==> src/rtl/irq_hub_pkg.sv <==
package irq_hub_pkg;

   typedef enum logic [1:0] {
      SEL_PACKED = 2'd0,
      SEL_GSTAT  = 2'd1,
      SEL_GMASK  = 2'd2,
      SEL_FLAGS  = 2'd3
   } reg_sel_e;

endpackage

==> src/rtl/irq_stat_bank.sv <==
module irq_stat_bank #(
   parameter int W = 16
) (
   input  logic         clk,
   input  logic         rst_n,
   input  logic [W-1:0] set_i,
   input  logic [W-1:0] clr_i,
   output logic [W-1:0] stat_o
);

   logic [W-1:0] stat_q;

   // a set in the same cycle as a clear leaves the bit set
   always_ff @(posedge clk) begin
      if (!rst_n) stat_q <= '0;
      else        stat_q <= (stat_q & ~clr_i) | set_i;
   end

   assign stat_o = stat_q;

endmodule

==> src/rtl/irq_mask_reg.sv <==
module irq_mask_reg #(
   parameter int W      = 16,
   parameter bit TOGGLE = 1'b0
) (
   input  logic         clk,
   input  logic         rst_n,
   input  logic         we_i,
   input  logic [W-1:0] wdata_i,
   output logic [W-1:0] mask_o
);

   logic [W-1:0] mask_q;
   logic [W-1:0] mask_d;

   generate
      if (TOGGLE) begin : g_toggle
         always_comb mask_d = we_i ? (mask_q ^ wdata_i) : mask_q;
      end else begin : g_plain
         always_comb mask_d = we_i ? wdata_i : mask_q;
      end
   endgenerate

   always_ff @(posedge clk) begin
      if (!rst_n) mask_q <= '0;
      else        mask_q <= mask_d;
   end

   assign mask_o = mask_q;

endmodule

==> src/rtl/irq_line.sv <==
module irq_line #(
   parameter int W = 16
) (
   input  logic         clk,
   input  logic         rst_n,
   input  logic [W-1:0] stat_i,
   input  logic [W-1:0] mask_i,
   output logic         irq_o
);

   logic irq_q;

   always_ff @(posedge clk) begin
      if (!rst_n) irq_q <= 1'b0;
      else        irq_q <= |(stat_i & mask_i);
   end

   assign irq_o = irq_q;

endmodule

==> src/rtl/irq_hub.sv <==
module irq_hub #(
   parameter int DATA_W = 32,
   parameter int GEN_W  = 16,
   parameter int FLG_W  = 8
) (
   input  logic                  clk,
   input  logic                  rst_n,
   input  logic                  reg_wr,
   input  logic [1:0]            reg_addr,
   input  logic [DATA_W-1:0]     reg_wdata,
   output logic [DATA_W-1:0]     reg_rdata,
   input  logic [DATA_W/2-1:0]   dma_evt,
   input  logic [GEN_W-1:0]      gen_evt,
   input  logic [FLG_W-1:0]      flg_evt,
   output logic                  dma_irq,
   output logic                  gen_irq,
   output logic                  flg_irq
);
   import irq_hub_pkg::*;

   localparam int DMA_N = DATA_W / 2;

   generate
      if (DATA_W % 2 != 0) begin : g_bad_data
         $error("irq_hub: DATA_W must be even");
      end
      if (GEN_W < 1 || GEN_W > DATA_W) begin : g_bad_gen
         $error("irq_hub: GEN_W must be in 1..DATA_W");
      end
      if (FLG_W < 1 || FLG_W > DATA_W) begin : g_bad_flg
         $error("irq_hub: FLG_W must be in 1..DATA_W");
      end
   endgenerate

   // write decode
   logic wr_packed, wr_gstat, wr_gmask, wr_flags;
   assign wr_packed = reg_wr && (reg_addr == SEL_PACKED);
   assign wr_gstat  = reg_wr && (reg_addr == SEL_GSTAT);
   assign wr_gmask  = reg_wr && (reg_addr == SEL_GMASK);
   assign wr_flags  = reg_wr && (reg_addr == SEL_FLAGS);

   logic [DMA_N-1:0] dma_clr;
   logic [GEN_W-1:0] gen_clr;
   logic [FLG_W-1:0] flg_clr;
   assign dma_clr = wr_packed ? reg_wdata[DMA_N-1:0] : '0;
   assign gen_clr = wr_gstat  ? reg_wdata[GEN_W-1:0] : '0;
   assign flg_clr = wr_flags  ? reg_wdata[FLG_W-1:0] : '0;

   logic [DMA_N-1:0] dma_stat, dma_mask;
   logic [GEN_W-1:0] gen_stat, gen_mask;
   logic [FLG_W-1:0] flg_stat;

   // packed word: status bank and toggled enables
   irq_stat_bank #(.W(DMA_N)) u_dma_stat (
      .clk(clk), .rst_n(rst_n), .set_i(dma_evt), .clr_i(dma_clr), .stat_o(dma_stat));

   irq_mask_reg #(.W(DMA_N), .TOGGLE(1'b1)) u_dma_mask (
      .clk(clk), .rst_n(rst_n), .we_i(wr_packed),
      .wdata_i(reg_wdata[DATA_W-1:DMA_N]), .mask_o(dma_mask));

   irq_line #(.W(DMA_N)) u_dma_line (
      .clk(clk), .rst_n(rst_n), .stat_i(dma_stat), .mask_i(dma_mask), .irq_o(dma_irq));

   // general group: status bank and plain enables
   irq_stat_bank #(.W(GEN_W)) u_gen_stat (
      .clk(clk), .rst_n(rst_n), .set_i(gen_evt), .clr_i(gen_clr), .stat_o(gen_stat));

   irq_mask_reg #(.W(GEN_W), .TOGGLE(1'b0)) u_gen_mask (
      .clk(clk), .rst_n(rst_n), .we_i(wr_gmask),
      .wdata_i(reg_wdata[GEN_W-1:0]), .mask_o(gen_mask));

   irq_line #(.W(GEN_W)) u_gen_line (
      .clk(clk), .rst_n(rst_n), .stat_i(gen_stat), .mask_i(gen_mask), .irq_o(gen_irq));

   // flag group: no enables
   irq_stat_bank #(.W(FLG_W)) u_flg_stat (
      .clk(clk), .rst_n(rst_n), .set_i(flg_evt), .clr_i(flg_clr), .stat_o(flg_stat));

   irq_line #(.W(FLG_W)) u_flg_line (
      .clk(clk), .rst_n(rst_n), .stat_i(flg_stat), .mask_i({FLG_W{1'b1}}), .irq_o(flg_irq));

   // read mux, no side effects
   always_comb begin
      reg_rdata = '0;
      case (reg_addr)
         SEL_PACKED: reg_rdata = {dma_mask, dma_stat};
         SEL_GSTAT:  reg_rdata[GEN_W-1:0] = gen_stat;
         SEL_GMASK:  reg_rdata[GEN_W-1:0] = gen_mask;
         default:    reg_rdata[FLG_W-1:0] = flg_stat;
      endcase
   end

endmodule

==> config.mk <==
export PLATFORM = sky130hd
export DESIGN_NAME = irq_hub
export DESIGN_NICKNAME = d
export VERILOG_FILES = /design/src/rtl/irq_hub_pkg.sv /design/src/rtl/irq_stat_bank.sv /design/src/rtl/irq_mask_reg.sv /design/src/rtl/irq_line.sv /design/src/rtl/irq_hub.sv
export SDC_FILE = /design/constraint.sdc
export NUM_CORES = 1
export LEC_CHECK = 0
export BUFFER_PORTS_ARGS = -buffer_cell sky130_fd_sc_hd__buf_2
export CAP_MARGIN = 20
export CORE_MARGIN = 2
export CORE_UTILIZATION = 30
export CTS_CLUSTER_DIAMETER = 150
export DETAILED_ROUTE_END_ITERATION = 16
export SYNTH_ARGS = -nofsm -noshare
export SYNTH_HDL_FRONTEND = slang
export SYNTH_SLANG_ARGS = --single-unit
==> constraint.sdc <==
create_clock -name clk -period 1.6 [get_ports clk]
set_input_delay 0.32 -clock clk [delete_from_list [all_inputs] [get_ports clk]]
set_output_delay 0.32 -clock clk [all_outputs]
set_load 0.02 [all_outputs]
Word level (Yosys, flattened, before mapping)
Index checks and enable logic that the tools add are counted.

cells by class
  bitwise gates (word level) = 12
  order comparisons = 0
  divide/modulo/power cells = 0
  shift-type cells = 0
  multiplexer cells = 6
  $mul = 0
  add/sub/neg operators = 0
  reduce and logical (&&, ||, !) cells = 8
  equal/unequal tests = 3

operators with widths
  operator                                                          number
  16-bit AND                                                        4
  16-bit 2-to-1 mux                                                 3
  8-bit one-hot mux with 3 select lines                             2
  16-bit inverter                                                   2
  16-bit bitwise OR                                                 2
  16-bit OR reduction                                               2
  16-bit bitwise XOR                                                1
  8-bit AND                                                         1
  8-bit 2-to-1 mux                                                  1
  8-bit inverter                                                    1
  8-bit bitwise OR                                                  1
  8-bit OR reduction                                                1
  2-bit == test (second input constant)                             2
  1-bit logical AND                                                 4
  2-bit by 1-bit == test with 1-bit output (second input constant)  1
  2-bit logical NOT                                                 1

storage, ports and cells
  memories = 0
  bits in read-only memories = 0
  flip-flop bits (word level) = 75
  output and inout port bits = 35
  RAM bits = 0
  input bits = 77
  bits in latches = 0

Logic depth before layout (Yosys ltp)
Gate-level depths: netlist (run 1).

  depth after elaboration = 6
  mapped depth = 7
  gate-level depth less buffers = 4

Hierarchy
Synthesis (run 1) repeated with hierarchy kept, for this count alone.

second synthesis, totals
  cells, all modules = 408
  area total of the unflattened synthesis = 3913.8 µm²

by module, submodules not included
  module                          instances  cells an instance  seq. area each (µm²)  area an instance (µm²)
  irq_stat_bank (u_dma_stat ...)  2          50                 320.3                 571.8
  irq_hub                         1          116                0.0                   768.2
  irq_mask_reg (u_dma_mask)       1          85                 320.3                 755.7
  irq_mask_reg (u_gen_mask)       1          51                 320.3                 615.6
  irq_stat_bank (u_flg_stat)      1          25                 160.2                 337.8
  irq_line (u_dma_line ...)       2          12                 20.0                  115.1
  irq_line (u_flg_line)           1          7                  20.0                  62.6

Least setup slack after synthesis (run 1)
OpenSTA, ideal clock, no wires.

  kind = input to output
  start point = in reg_addr[0]
  end point = out reg_rdata[0]
  data required time = 1.280 ns
  path buffers = 2
  cell stages on the path = 3
  arrival time = 1.305 ns
  path slack = -0.025 ns
  cell sequence = buf_4 -> buf_4 -> mux4_2

between the ends
  word-level cells in the longest chain between the ends = 2
  elaborated cells between the ends (all ways) = 4

ends and longest elaborated chain
  what                                         RTL line       text
  from (decl)                                  irq_hub.sv:9   input logic [1:0] reg_addr,
  2-bit == test, or another cell as far along  irq_hub.sv:85  case (reg_addr)
  8-bit one-hot mux with 3 select lines *      irq_hub.sv:85
  to (decl)                                    irq_hub.sv:11  output logic [DATA_W-1:0] reg_rdata,

Mark *: on every way between the ends. The rest lies on a longest branch, timed or not.

Worst setup path after layout (run 1)
  start point = reg u_flg_stat.stat_q[7] (netlist: u_flg_stat.stat_o[7])
  end point = out reg_rdata[7]

between the ends
  word-level cells in the longest chain between the ends = 1

ends and longest elaborated chain
  what                                   RTL line             text
  from (decl)                            irq_stat_bank.sv:11  logic [W-1:0] stat_q;
  from (signal assigned)                 irq_stat_bank.sv:16  else stat_q <= (stat_q & ~clr_i) | set_i;
  8-bit one-hot mux with 3 select lines  irq_hub.sv:85

Every way passes these cells.

==> results.py, run 1 <==
metrics = {
    "outcome": {
        "status": "finished, violations left",
        "violations": "setup timing",
    },
    "detailed_routing": {
        "drc": 0,
        "drtIter0Drc": 156,
        "via_per_inst": 4.742,
        "ant_nets": 0,
        "wirelength_um": 10830,
        "wl_per_cell_um": 16.14,
        "dr.pass1.iters": 4,
        "vias": 3182,
    },
    "synthesis": {
        "synth_cell_types": 25,
        "syn-mean-instance-area_um2": 9.079,
        "synth_mux_area_frac": 0.07583,
        "synth_top_family_by_area": "simple AND/OR/NAND/NOR gates",
        "ys_ff_latch": 75,
        "yosys_warnings": 0,
        "synth.cell_area_um2": 3432,
        "synthAdderAreaFrac": 0,
        "syn_inst": 378,
        "synth-simple-area-share": 0.2151,
        "yosysSeqAreaShare": 0.4375,
        "synth_compound_area_frac": 0.1961,
        "syn_nets": 455,
        "synthXorXnorAreaFrac": 0.04083,
    },
    "finish": {
        "fin_cells": 671,
        "nFillCells": 1111,
        "nNetsFinal": 600,
        "drive_gt1_frac": 0.3958,
        "syn2layout_area_growth_pct": 43.57,
        "n_antenna_cell": 0,
    },
    "hold_path": {
        "whs_path_depth": 2,
        "worstHoldStart": "gen_evt[14]",
        "holdPathEnd": "u_gen_stat.stat_o[14]$_SDFF_PN0_",
        "min_path_type": "input port to flip-flop",
    },
    "critical_path": {
        "max_stage_delay_ns": 0.49,
        "crit_fanout": 3,
        "critical_path_class": "flip-flop to output port",
        "path_cells": "mux4_2 > buf_6",
        "crit_arrival_ns": 1.30,
        "timing.rr.end": "u_gen_line.irq_o$_SDFF_PN0_",
        "critPathTopFamily": "multiplexers",
        "r2r_slack_ns": 0.15,
        "cp.required_ns": 1.28,
        "cp_num_buf_inv": 1,
        "critical_path.endpoint_type": "output port",
        "crit_start": "u_flg_stat.stat_o[7]$_SDFF_PN0_",
        "cpMaxStageDelayCell": "mux4_2",
        "r2r_start": "u_gen_mask.mask_o[3]$_SDFFE_PN0P_",
        "reg2reg_depth": 5,
        "critPathLaunchType": "flip-flop",
    },
    "cts": {
        "clock_latency_ns": 0.33,
        "hold_buffers": 0,
        "cts.clk_slew.worst_paths_ns": 0.06,
        "htreeDepth": 3,
        "cts_root_buf": "clkbuf_16",
        "ctsLongestPathBuffers": 2,
        "cts.sinks": 75,
        "cts_tree": "yes",
        "numCtsBuffers": 9,
    },
    "floorplanning": {
        "num_rows": 39,
        "die_x_um": 111.0,
        "ios": 112,
        "fp.dieH_um": 111.0,
        "start_util": 0.3045,
        "die_area_um2": 12310,
        "coreArea_um2": 11270,
    },
    "power_and_ir_drop": {
        "pwr-share-clk": 0.470,
        "seqPwrFrac": 0.392,
        "intPower_uw": 4043,
        "power_frac_comb": 0.138,
        "p_sw_uw": 1232,
        "p_leak_uw": 0.002136,
        "power_uw": 5274,
        "max-vdd-ir-drop_uv": 540.7,
        "power_density_nw_per_um2": 1070,
        "swShare": 0.2335,
    },
    "sta": {
        "hold_viol_final": 0,
        "setup_slack_ns": -0.01657,
        "tightest_slew_ns": 0.3816,
        "fin_hold_ws_ns": 0.1989,
        "rsz0062_at_grt": "true",
        "fmax_mhz": 618.6,
        "fin_crit_sh": 1.010,
        "final-setup-viol-count": 3,
        "fin_crit_ns": 1.617,
        "maxSlewViolCount": 0,
        "skew_ns": 0.004307,
        "slew-limit-headroom": 0.7456,
    },
    "placement": {
        "portBuffers": 111,
        "place.gp.congestion": 0.8693,
        "place.detailed.hpwl_um": 7776,
        "dp.cells": 632,
    },
    "flow_run": {
        "maxCapViolCount": 0,
    },
    "global_routing": {
        "grt_start_max_net_pins": 76,
        "grt_remaining_overflow": 0,
        "antenna_found_initial": 0,
        "first_global_vias": 3145,
        "grt_pass1_wl_um": 16910,
        "grt.total_usage": 0.1757,
    },
}
[logic make-up (layout without fill, tap and decap cells)]
group,after synthesis,after routing
flops,75,75
buf+inv,22,172
compound gates,99,99
simple gates,150,150
xor+xnor,16,16
mux,16,16
[placed cells by master, fill, tap and decap left out, types with 7 or more instances in the layout]
| cell type | n |
|---|---|
| a21boi_1 | 11 |
| buf_6 | 9 |
| dfxtp_1 | 50 |
| mux2i_1 | 8 |
| clkbuf_16 | 9 |
| a22oi_1 | 8 |
| dfxtp_2 | 23 |
| mux4_2 | 8 |
| buf_2 | 102 |
| nor2b_1 | 24 |
| nand2_1 | 82 |
| and2_1 | 33 |
| o21a_1 | 18 |
| a21oi_1 | 24 |
| buf_4 | 39 |
| o21ai_0 | 7 |
| a21boi_0 | 22 |
| xnor2_1 | 16 |
[timing repair]
action	in CTS	in global routing
endpoints found under the setup margin	32	13
pin swaps	0	0
gates resized for setup	43	8
setup buffers	21	2
[sequential cells by signal, summed over array words and instances (netlist names)]
name               flops
u_flg_stat.stat_o      8
u_flg_line.irq_o       1
u_dma_mask.mask_o     16
u_gen_stat.stat_o     16
u_dma_stat.stat_o     16
u_gen_mask.mask_o     16
u_dma_line.irq_o       1
u_gen_line.irq_o       1
[power by group through the flow]
stage | Clock (uW) | Combinational (uW) | Sequential, uW
final | 2480 | 728 | 2070
after global routing | 2620 | 791 | 2080
after CTS | 2540 | 726 | 2060
after detailed placement | 0 | 625 | 2120
after global placement | 0 | 617 | 2110
after floorplan | 0 | 356 | 2080
[final cells by class]
class	count	area [um2]	area share
clock buffers	9	225.2	0.04571
multi-input cells	281	1826	0.3705
flip-flops and latches	75	1538	0.3121
repair buffers	156	1020	0.2070
well taps	143	178.9	0.03631
clock inverters	7	140.1	0.02844
[metrics by stage]
stage / worst slack (ns) / setup TNS [ns] / area (um2) / utilization
after floorplan: 0.02180 / 0 / 3436 / -
final: -0.01657 / -0.03237 / 4927 / 0.4371
after global routing: -0.04867 / -0.2355 / 4927 / 0.4371
after CTS: -0.04349 / -0.1235 / 4888 / 0.4337
after detailed placement: -0.2411 / -8.580 / 4275 / 0.3793
after global placement: -0.2285 / -8.102 / 4275 / 0.3793
[how the worst max path moves through the flow]
stage                        end  slack [ns]  cells past startpoint
floorplan           reg_rdata[0]        0.02                      3
CTS                 reg_rdata[4]       -0.04                      2
detailed placement  reg_rdata[4]       -0.24                      3
global placement    reg_rdata[4]       -0.23                      3
global route        reg_rdata[4]       -0.05                      2
finish              reg_rdata[7]       -0.02                      2
[worst reg2reg max path: stages (launching register included)]
cell and delay, ns:
dfxtp_2 0.33, buf_4 0.13, a22o_1 0.23, a221oi_1 0.29, nand3_1 0.16, o21a_1 0.21
[synth_stat cells]
cell type | number | area share
xnor2_1 | 16 | 0.041
mux2i_1 | 8 | 0.023
nor3b_4 | 1 | 0.0055
and3_1 | 1 | 0.0018
a22oi_1 | 8 | 0.017
a221oi_1 | 4 | 0.010
nor2_2 | 1 | 0.0018
nor2_1 | 1 | 0.0011
a21oi_1 | 24 | 0.035
clkbuf_1 | 10 | 0.011
a21boi_1 | 11 | 0.024
buf_4 | 6 | 0.013
mux4_2 | 8 | 0.052
nor2b_1 | 25 | 0.046
a22o_1 | 4 | 0.010
nor4_1 | 2 | 0.0036
dfxtp_1 | 75 | 0.44
and2_1 | 33 | 0.060
nand3_1 | 4 | 0.0058
buf_6 | 1 | 0.0033
a21boi_0 | 22 | 0.048
nand2_1 | 82 | 0.090
o21a_1 | 18 | 0.039
buf_2 | 5 | 0.0073
o21ai_0 | 8 | 0.012
[metal layers]
layer	track usage	wire [um]	vias up
met5	0	0	-
met1	0.2384	5167	1488
met2	0.2699	4942	100
met3	0.03882	569	11
li1	-	-	1583
met4	0.07417	152	0
No activity file was read; power rests on OpenSTA's default activity.
==> run 2: changes to the inputs <==
--- a/config.mk
+++ b/config.mk
@@ -5,12 +5,12 @@
 export SDC_FILE = /design/constraint.sdc
 export NUM_CORES = 1
 export LEC_CHECK = 0
-export BUFFER_PORTS_ARGS = -buffer_cell sky130_fd_sc_hd__buf_2
 export CAP_MARGIN = 20
 export CORE_MARGIN = 2
 export CORE_UTILIZATION = 30
 export CTS_CLUSTER_DIAMETER = 150
 export DETAILED_ROUTE_END_ITERATION = 16
+export DONT_BUFFER_PORTS = 1
 export SYNTH_ARGS = -nofsm -noshare
 export SYNTH_HDL_FRONTEND = slang
 export SYNTH_SLANG_ARGS = --single-unit
==> results.py, run 2 (synthesis results as in run 1) <==
metrics = {
    "cts": {
        "numCtsBuffers": 9,
        "cts_root_buf": "clkbuf_16",
        "cts.clk_slew.worst_paths_ns": 0.06,
        "cts.sinks": 75,
        "cts_tree": "yes",
        "hold_buffers": 0,
        "cts_setup_buffers": 0,
        "ctsLongestPathBuffers": 2,
        "htreeDepth": 3,
        "clock_latency_ns": 0.34,
    },
    "placement": {
        "dp.cells": 515,
        "place.detailed.hpwl_um": 7405,
        "place.gp.congestion": 0.8418,
        "dpl_worst_slack_ns": 0.1334,
        "portBuffers": 0,
    },
    "critical_path": {
        "path_cells": "mux4_2",
        "r2r_start": "u_dma_stat.stat_o[7]$_SDFF_PN0_",
        "max_stage_delay_ns": 0.57,
        "cpMaxStageDelayCell": "mux4_2",
        "critPathTopFamily": "multiplexers",
        "critical_path_class": "flip-flop to output port",
        "crit_fanout": 3,
        "critical_path.endpoint_type": "output port",
        "cp.required_ns": 1.28,
        "crit_start": "u_flg_stat.stat_o[0]$_SDFF_PN0_",
        "critPathLaunchType": "flip-flop",
        "cp_num_buf_inv": 0,
        "crit_arrival_ns": 1.25,
    },
    "global_routing": {
        "grt_pass1_wl_um": 15680,
        "grt_start_max_net_pins": 76,
        "antenna_found_initial": 0,
        "grt.total_usage": 0.1639,
        "grt_remaining_overflow": 0,
        "first_global_vias": 2768,
    },
    "detailed_routing": {
        "drtIter0Drc": 182,
        "wirelength_um": 9854,
        "wl_per_cell_um": 18.56,
        "vias": 2671,
        "ant_nets": 0,
        "drc": 0,
        "via_per_inst": 5.030,
        "dr.pass1.iters": 4,
    },
    "power_and_ir_drop": {
        "seqPwrFrac": 0.464,
        "power_density_nw_per_um2": 1142,
        "pwr-share-clk": 0.448,
        "p_leak_uw": 0.001430,
        "p_sw_uw": 1107,
        "intPower_uw": 3401,
        "max-vdd-ir-drop_uv": 408.4,
        "swShare": 0.2456,
        "power_frac_comb": 0.088,
    },
    "floorplanning": {
        "coreArea_um2": 11270,
        "num_rows": 39,
        "fp.dieH_um": 111.0,
        "start_util": 0.3045,
        "ios": 112,
        "die_area_um2": 12310,
        "die_x_um": 111.0,
    },
    "hold_path": {
        "min_path_type": "input port to flip-flop",
        "worstHoldStart": "gen_evt[14]",
    },
    "sta": {
        "final-setup-viol-count": 0,
        "fin_crit_ns": 1.574,
        "slew-limit-headroom": 0.7856,
        "fmax_mhz": 635.4,
        "tightest_slew_ns": 0.3186,
        "setup_slack_ns": 0.02616,
        "fin_hold_ws_ns": 0.1049,
        "hold_viol_final": 0,
        "fin_crit_sh": 0.9837,
        "rsz0062_at_grt": "false",
        "fin_setup_tns_ns": 0,
        "skew_ns": 0.008687,
        "maxSlewViolCount": 0,
    },
    "finish": {
        "syn2layout_area_growth_pct": 15.02,
        "nFillCells": 1160,
        "most-common-layout-cells": "82 x nand2_1, 70 x dfxtp_1, 33 x and2_1, 25 x nor2b_1, 24 x a21oi_1",
        "nNetsFinal": 460,
        "regArea_um2": 1508,
        "multi_input_area_um2": 1812,
        "fin_cells": 531,
        "drive_gt1_frac": 0.1211,
        "final_common_cell": "nand2_1",
        "n_antenna_cell": 0,
    },
    "outcome": {
        "status": "completed",
    },
    "flow_run": {
        "maxCapViolCount": 0,
    },
}
run 2: cell types whose count changed in the layout (fill, tap and decap cells not counted), sizes merged:
cell,change
buf,-140
bufinv,-3
clkinv,+2
clkinvlp,+1
run 2: repair_timing:
| action | 4_1_cts | 5_1_grt |
|---|---|---|
| cloned | 0 | 0 |
| endpoints found under the hold margin | 0 | 0 |
| resized for setup | 1 | 5 |
| setup endpoints to repair | 1 | 4 |
run 2: area by class of cell:
| cell class | instances | area share |
|---|---|---|
| well taps | 143 | 0.04532 |
| repair buffers | 16 | 0.03677 |
| clock buffers | 9 | 0.05705 |
| multi-input cells | 281 | 0.4590 |
| clock inverters | 7 | 0.01997 |
| flip-flops and latches | 75 | 0.3819 |
run 2: layer usage:
layer | routed length (um) | GRT usage | part of all wire
met4 | 201 | 0.06333 | 0.020
met2 | 4385 | 0.2470 | 0.44
met3 | 865 | 0.06397 | 0.088
met1 | 4402 | 0.2116 | 0.45
met5 | 0 | 0 | 0
run 2: power groups by stage:
stage | combinational, uW | sequential [uW] | clock (uW)
2_1_floorplan | 356 | 2080 | 0
5_1_grt | 442 | 2100 | 2170
3_5_place_dp | 403 | 2130 | 0
3_3_place_gp | 396 | 2130 | 0
4_1_cts | 405 | 2090 | 2090
6_report | 397 | 2090 | 2020
run 2: worst paths after layout:
| check | to | slack (ns) | depth (start not counted) |
|---|---|---|---|
| hold / removal | u_gen_stat.stat_o[14]$_SDFF_PN0_ | 0.10 | 1 |
| setup / recovery | reg_rdata[0] | 0.03 | 1 |
| hold reg to reg | u_gen_mask.mask_o[5]$_SDFFE_PN0P_ | 0.47 | 2 |
| setup reg to reg | u_dma_line.irq_o$_SDFF_PN0_ | 0.25 | 4 |
run 2: per-stage QoR:
step	power [uW]	utilization	cell area [um2]
after floorplan	2439	-	3436
after global placement	2522	0.3227	3637
after detailed placement	2533	0.3227	3637
after CTS	4581	0.3498	3943
after global routing	4715	0.3502	3948
final	4508	0.3502	3948
==> run 3: changes to the inputs <==
--- a/config.mk
+++ b/config.mk
@@ -11,6 +11,7 @@
 export CTS_CLUSTER_DIAMETER = 150
 export DETAILED_ROUTE_END_ITERATION = 16
 export DONT_BUFFER_PORTS = 1
+export REMOVE_ABC_BUFFERS = 1
 export SYNTH_ARGS = -nofsm -noshare
 export SYNTH_HDL_FRONTEND = slang
 export SYNTH_SLANG_ARGS = --single-unit
==> results.py, run 3 (synthesis results as in run 1) <==
metrics = {
    "critical_path": {
        "cpMaxStageDelayCell": "mux4_2",
        "path_cells": "mux4_2",
        "critPathLaunchType": "flip-flop",
        "critical_path.endpoint_type": "output port",
        "cp.required_ns": 1.28,
        "max_stage_delay_ns": 0.56,
        "critPathTopFamily": "multiplexers",
        "critical_path_class": "flip-flop to output port",
        "crit_fanout": 3,
        "crit_arrival_ns": 1.25,
        "cp_num_buf_inv": 0,
    },
    "finish": {
        "n_antenna_cell": 0,
        "nNetsFinal": 464,
        "most-common-layout-cells": "82 x nand2_1, 71 x dfxtp_1, 33 x and2_1, 25 x nor2b_1, 24 x a21oi_1",
        "syn2layout_area_growth_pct": 14.84,
        "drive_gt1_frac": 0.1276,
        "final_common_cell": "nand2_1",
        "design_area_um2": 3941,
    },
    "placement": {
        "portBuffers": 0,
        "place.gp.congestion": 0.7813,
        "place.detailed.hpwl_um": 7335,
        "placed_cell_area_um2": 3642,
    },
    "cts": {
        "cts_tree": "yes",
        "htreeDepth": 3,
        "ctsLongestPathBuffers": 2,
        "numCtsBuffers": 9,
        "clock_latency_ns": 0.33,
        "cts.sinks": 75,
        "cts_root_buf": "clkbuf_16",
        "hold_buffers": 0,
        "cts.clk_slew.worst_paths_ns": 0.06,
    },
    "sta": {
        "fmax_mhz": 638.5,
        "hold_viol_final": 0,
        "fin_setup_tns_ns": 0,
        "fin_crit_sh": 0.9788,
        "skew_ns": 0.005958,
        "tightest_slew_ns": 0.5078,
        "maxSlewViolCount": 0,
        "fin_crit_ns": 1.566,
        "rsz0062_at_grt": "false",
        "final-setup-viol-count": 0,
        "slew-limit-headroom": 0.6615,
    },
    "detailed_routing": {
        "ant_nets": 0,
        "dr.pass1.iters": 4,
        "wirelength_um": 9927,
        "vias": 2665,
        "wl_per_cell_um": 18.56,
        "drc": 0,
        "drtIter0Drc": 223,
        "via_per_inst": 4.981,
    },
    "floorplanning": {
        "fp.dieH_um": 111.0,
        "num_rows": 39,
        "start_util": 0.3045,
        "coreArea_um2": 11270,
        "die_x_um": 111.0,
        "ios": 112,
        "die_area_um2": 12310,
    },
    "global_routing": {
        "grt_start_max_net_pins": 76,
        "grt_pass1_wl_um": 15570,
        "first_global_vias": 2684,
        "antenna_found_initial": 0,
        "grt.total_usage": 0.1654,
        "grt_remaining_overflow": 0,
    },
    "flow_run": {
        "maxCapViolCount": 0,
    },
    "power_and_ir_drop": {
        "power_density_nw_per_um2": 1141,
        "max-vdd-ir-drop_uv": 499.7,
        "p_leak_uw": 0.001448,
    },
    "hold_path": {
        "min_path_type": "input port to flip-flop",
    },
    "outcome": {
        "status": "completed",
    },
}
## run 3: cell count changes in the layout (fill, tap and decap cells not counted), sizes merged
cell | previous run | this run
buf | 16 | 20
clkinv | 3 | 4
clkinvlp | 3 | 2
## run 3: cell type report
type | instances | area, um2
clock buffer | 9 | 225.2
multi-input combinational | 281 | 1812
sequential | 75 | 1506
tap | 143 | 178.9
timing repair buffer | 20 | 150.1
fill | 1156 | 7331
clock inverter | 7 | 68.82
## run 3: routing by layer
layer | GRT usage | share of wire | vias up
met5 | 0 | 0 | -
met4 | 0.05333 | 0.013 | 0
met3 | 0.07108 | 0.088 | 12
met2 | 0.2573 | 0.46 | 86
met1 | 0.2071 | 0.44 | 1260
li1 | - | - | 1307
## run 3: repair_timing
action,CTS,global route
endpoints found under the setup margin,0,4
setup buffers,0,0
gates resized for setup,0,4
## run 3: worst register-to-register path: stages (launching register included)
cell      delay, ns
dfxtp_2        0.34
a22o_1         0.23
a221oi_1       0.42
nand3_1        0.17
o21a_1         0.21
## run 3: where the power goes
group | total (uW) | switching [uW] | internal, uW
clock network | 2020 | 816 | 1200
logic | 398 | 192 | 206
registers | 2080 | 102 | 1980
total | 4500 | 1110 | 3390
## run 3: final timing paths
check	start	slack (ns)	to	cells after the start
worst max-delay path	u_dma_stat.stat_o[2]$_SDFF_PN0_	0.03	reg_rdata[2]	1
worst min register to register	u_gen_mask.mask_o[6]$_SDFFE_PN0P_	0.47	u_gen_mask.mask_o[6]$_SDFFE_PN0P_	2
worst min-delay path	gen_evt[3]	0.10	u_gen_stat.stat_o[3]$_SDFF_PN0_	1
worst max register to register	u_dma_stat.stat_o[7]$_SDFF_PN0_	0.12	u_dma_line.irq_o$_SDFF_PN0_	4
## run 3: per-stage QoR
stage	setup slack [ns]	hold WS, ns	total power [uW]	util	std cells
2_1_floorplan	0.05677	0.4375	2390	-	356
3_5_place_dp	0.1044	0.4469	2527	0.3231	519
4_1_cts	0.004114	0.09529	4538	0.3492	535
5_1_grt	0.002291	0.09711	4672	0.3497	535
6_report	0.03385	0.1027	4497	0.3497	535
3_3_place_gp	0.08841	0.4453	2518	0.3231	519
